$ cat src/rtl/addr_parity_unit.sv
module addr_parity_unit #(
  parameter int ADDR_W = 33,
  parameter int REQ_W  = 5,
  parameter int HI_W   = 12
) (
  input  logic              clk,
  input  logic              rst,
  input  logic              strobe_n,
  input  logic              phase2,
  input  logic [ADDR_W-1:0] addr_n,
  input  logic [REQ_W-1:0]  req_n,
  input  logic [1:0]        par_in_n,
  output logic [1:0]        par_drv_n,
  output logic [1:0]        err_sp1,
  output logic [1:0]        err_sp2
);
  localparam int LO_W = ADDR_W - HI_W;

  logic       hi_even, lo_even, in_sp2;
  logic [1:0] exp_sp1, exp_sp2;

  assign hi_even = ~^(~addr_n[ADDR_W-1:LO_W]);
  assign lo_even = ~^(~{addr_n[LO_W-1:0], req_n});

  assign exp_sp1 = {lo_even, hi_even};
  assign exp_sp2 = {hi_even, lo_even};

  assign par_drv_n = rst ? 2'b11 : (phase2 ? exp_sp2 : exp_sp1);

  always_ff @(posedge clk) begin
    if (rst) begin
      in_sp2  <= 1'b0;
      err_sp1 <= 2'b00;
      err_sp2 <= 2'b00;
    end else begin
      in_sp2  <= !in_sp2 && !strobe_n;
      err_sp1 <= (!in_sp2 && !strobe_n) ? (par_in_n ^ exp_sp1) : 2'b00;
      err_sp2 <= in_sp2 ? (par_in_n ^ exp_sp2) : 2'b00;
    end
  end
endmodule


$ cat config.mk
export PLATFORM = sky130hd
export DESIGN_NAME = addr_parity_unit
export DESIGN_NICKNAME = d
export VERILOG_FILES = /design/src/rtl/addr_parity_unit.sv
export SDC_FILE = /design/constraint.sdc
export NUM_CORES = 1
export LEC_CHECK = 0
export CORE_MARGIN = 5
export CORE_UTILIZATION = 27
export CTS_CLUSTER_SIZE = 12
export DETAILED_ROUTE_END_ITERATION = 7
export PLACE_DENSITY = 0.86
export SETUP_SLACK_MARGIN = 0.3
export SKIP_LAST_GASP = 1
export SLEW_MARGIN = 40
export SYNTH_ARGS = -nofsm -noshare
export SYNTH_HDL_FRONTEND = slang
export SYNTH_SLANG_ARGS = --single-unit
$ cat constraint.sdc
create_clock -name clk -period 1.3 [get_ports clk]
set_input_delay 0.13 -clock clk [delete_from_list [all_inputs] [get_ports clk]]
set_output_delay 0.13 -clock clk [all_outputs]
set_load 0.01 [all_outputs]
==> flow_summary_export.csv <==
group,metric,value,unit
run_status,violations,"negative setup slack",
worst_hold_path,min_from,"in_sp2",
sta,holdWs,506,ps
placed_design,dp_hpwl,1.59,mm
clock_network,cts_num_sinks,5,
setup_path,crit_fanout,3,
worst_hold_path,min_path_type,"reg -> reg",
power,peakVddDrop,0.000598,V
setup_path,cp-startpoint,"addr_n[8]",
cells_and_area,syn_to_final_growth,141,%
setup_path,reg2reg_slack,290,ps
floorplan,fp.dieArea,3070,sq um
power,leakagePower,0.663,nW
setup_path,critPathMaxStageDelay,420,ps
logic_synthesis,ys_top_cells_by_count,"27 x xnor2_1, 5 x dfxtp_1, 4 x xor2_1",
logic_synthesis,ys_types,17,
setup_path,r2r-start,"in_sp2",
sta,fin_crit_sh,129,%
logic_synthesis,synth-simple-area-share,8.09,%
logic_synthesis,synth_adder_area_share,0,%
logic_synthesis,syn-num-nets,98,
sta,hold_viol,0,
routing,route.detailed.drc,0,
routing,drt_iter0_drc,16,
setup_path,worst-r2r-cell-count,2,
clock_network,tritoncts,"yes",
clock_network,clk_pin_slew,40,ps
clock_network,cts_buffers,3,
logic_synthesis,synthesis.area,557,sq um
logic_synthesis,synth_top_family_by_area,"XOR/XNOR gates",
global_routing,overflow,0,
cells_and_area,n_antenna_cell,0,
floorplan,ioPinCount,50,
cells_and_area,final_cells,143,
logic_synthesis,synth_area_per_cell,10.3,sq um
sta,worstMarginPinSlew,249,ps
setup_path,critPathBufInv,2,
floorplan,core,1960,sq um
setup_path,path_cells,"clkbuf_2, xnor2_2, xnor2_1, xnor3_1, xnor3_2, a21bo_1, buf_6",
setup_path,arrival,1550,ps
power,p_per_area,1190,nW/um^2
sta,setup_viol,6,
routing,wl_per_cell,15.2,microns
setup_path,worstSetupPathType,"in -> out",
routing,first_pass_iters,4,
setup_path,cp-start-kind,"primary input",
logic_synthesis,synth_compound_area_share,5.39,%
sta,slew_violations,0,
global_routing,grt_pass1_vias,617,
placed_design,placed_cells,135,
logic_synthesis,yosys.area.top_type,"xnor2_1",
cells_and_area,nNetsFinal,161,
logic_synthesis,synthMuxAreaShare,3.60,%
routing,via_per_inst,4.22,
sta,clock.fmax,596,MHz
clock_network,clock_path_buffers,2,
global_routing,grt_antenna_before_repair,0,
logic_synthesis,synth_edf_count,0,
floorplan,initial_utilization,28.4,%
logic_synthesis,synth_top_cell_area_share,42.5,%
cells_and_area,drive_gt1_share,67.2,%
setup_path,crit_family,"XOR/XNOR gates",
floorplan,die_h,55.4,microns
floorplan,fp.dieW,55.4,microns
sta,min_period,1680,ps
sta,clock_skew,0.528,ps
setup_path,crit_path_end_kind,"output port",
logic_synthesis,synth_ff_type,"dfxtp_1",
setup_path,cpMaxStageDelayCell,"xnor3_1",
global_routing,grt_use_total,12.5,%
cells_and_area,ff_latch_area,100,sq um
clock_network,hold_buffers,0,
run_status,outcome,"complete, but fails checks",
placed_design,placedInstanceArea,1170,sq um
logic_synthesis,synth_most_common_cell,"xnor2_1",
cells_and_area,n_fill_cell,144,
clock_network,root_buffer,"clkbuf_4",
setup_path,required,1170,ps
run,drv_cap,0,
clock_network,htree_levels,1,
power,power.total,1.59,mW
routing,postRouteWirelength,2.18,mm
sta,timing.final.ws_setup,-377,ps
floorplan,rows,16,
setup_path,cp.depth,7,
logic_synthesis,synthTopCellsByArea,"xnor2_1 42%, dfxtp_1 18%, xnor3_2 8.5%",
logic_synthesis,synth-xor-area-share,64.3,%
cells_and_area,multi_input_area,687,sq um
logic_synthesis,yosysSeqAreaShare,18.0,%
cells_and_area,final_area,1340,sq um
sta,rsz0062_at_grt,"yes",
routing,via_count,604,
sta,slew-limit-headroom,83.3,%
routing,drtAntennaViolNets,0,
logic_synthesis,async_flop_share,0,%
global_routing,grt_pass1_wl,3.04,mm
logic_synthesis,ys_warn_count,0,
placed_design,gp_congestion,0.801,
logic_synthesis,ys_seq_elements,5,
clock_network,clk_latency,240,ps
worst_hold_path,worstHoldPathCells,2,
placed_design,numPortBuffers,49,
placed_design,dp_slack,-1130,ps
global_routing,grt_max_degree,5,
logic_synthesis,syn_inst,54,
worst paths after layout:
kind | end
max | par_drv_n[1]
min | err_sp2[0]
max reg2reg | err_sp2[0]
min reg2reg | err_sp2[0]
metal layers:
metal / GRT usage, % / share of wire, % / wire (microns) / vias to the layer above
li1: - / - / - / 296
met1: 15.4 / 37 / 804 / 277
met2: 20.3 / 55 / 1210 / 29
met3: 4.20 / 7.2 / 157 / 2
met4: 4.17 / 0.41 / 9 / 0
met5: 0 / 0 / 0 / -
area by class of cell:
cell class	instances	area share, %
Sequential cell	5	7.47
Inverter	1	0.280
Clock buffer	4	1.96
Timing Repair Buffer	58	36.5
Tap cell	27	2.52
Multi-Input combinational cell	48	51.3
kinds of logic (layout without fill, tap and decap cells):
group                  count (synthesis)  in the layout
buffers and inverters                  1             63
AND/OR/NAND/NOR                        7              7
flip-flops                             5              5
AO/OA/AOI/OAI                          4              4
XOR/XNOR                              35             35
multiplexers                           2              2
per-stage QoR:
stage | util (%) | TNS, ps
6_report | 68.3 | -1740
5_1_grt | 68.3 | -2150
4_1_cts | 61.8 | -1760
3_5_place_dp | 59.7 | -4990
3_3_place_gp | 59.7 | -4750
2_1_floorplan | - | -217
worst min-delay path, delay by kind of cell (launching register included):
kind	cells	cell delay, ps
AND/OR/NAND/NOR	1	80
flip-flops	1	320
multiplexers	1	50
registers in the layout, summed over array words and instances (netlist names):
signal / flops
in_sp2: 1
err_sp1: 2
err_sp2: 2
layout by cell type (no fill, tap or decap):
master | netlist | layout
xor2_2 | 0 | 2
nor3_1 | 1 | 1
clkdlybuf4s50_1 | 0 | 5
dlymetal6s2s_1 | 0 | 2
xnor3_1 | 1 | 1
or3b_2 | 1 | 1
inv_1 | 1 | 1
clkbuf_4 | 0 | 3
dfxtp_1 | 5 | 5
nor3b_2 | 0 | 1
and2_1 | 1 | 1
clkbuf_2 | 0 | 14
nand3b_1 | 1 | 1
buf_4 | 0 | 6
buf_8 | 0 | 3
nand2b_1 | 1 | 1
xnor2_1 | 27 | 7
xor2_1 | 4 | 2
buf_2 | 0 | 8
xnor3_2 | 2 | 2
xnor2_2 | 1 | 16
buf_6 | 0 | 15
nand2_1 | 1 | 1
xnor2_4 | 0 | 5
a21bo_1 | 2 | 2
clkdlybuf4s15_1 | 0 | 1
dlygate4sd2_1 | 0 | 4
a21oi_2 | 0 | 2
clkbuf_1 | 0 | 1
mux2i_1 | 2 | 2
timing repair:
item	4_1_cts	5_1_grt
pin swaps	37	28
setup buffers	2	2
resized for setup	119	69
setup endpoints to repair	10	6
power breakdown:
group | switching (mW) | internal, mW | leakage [nW]
logic | 0.441 | 0.793 | 0.607
registers | 0.00571 | 0.178 | 0.0409
clock network | 0.0611 | 0.116 | 0.0150
No activity file was read; power rests on OpenSTA's default activity.
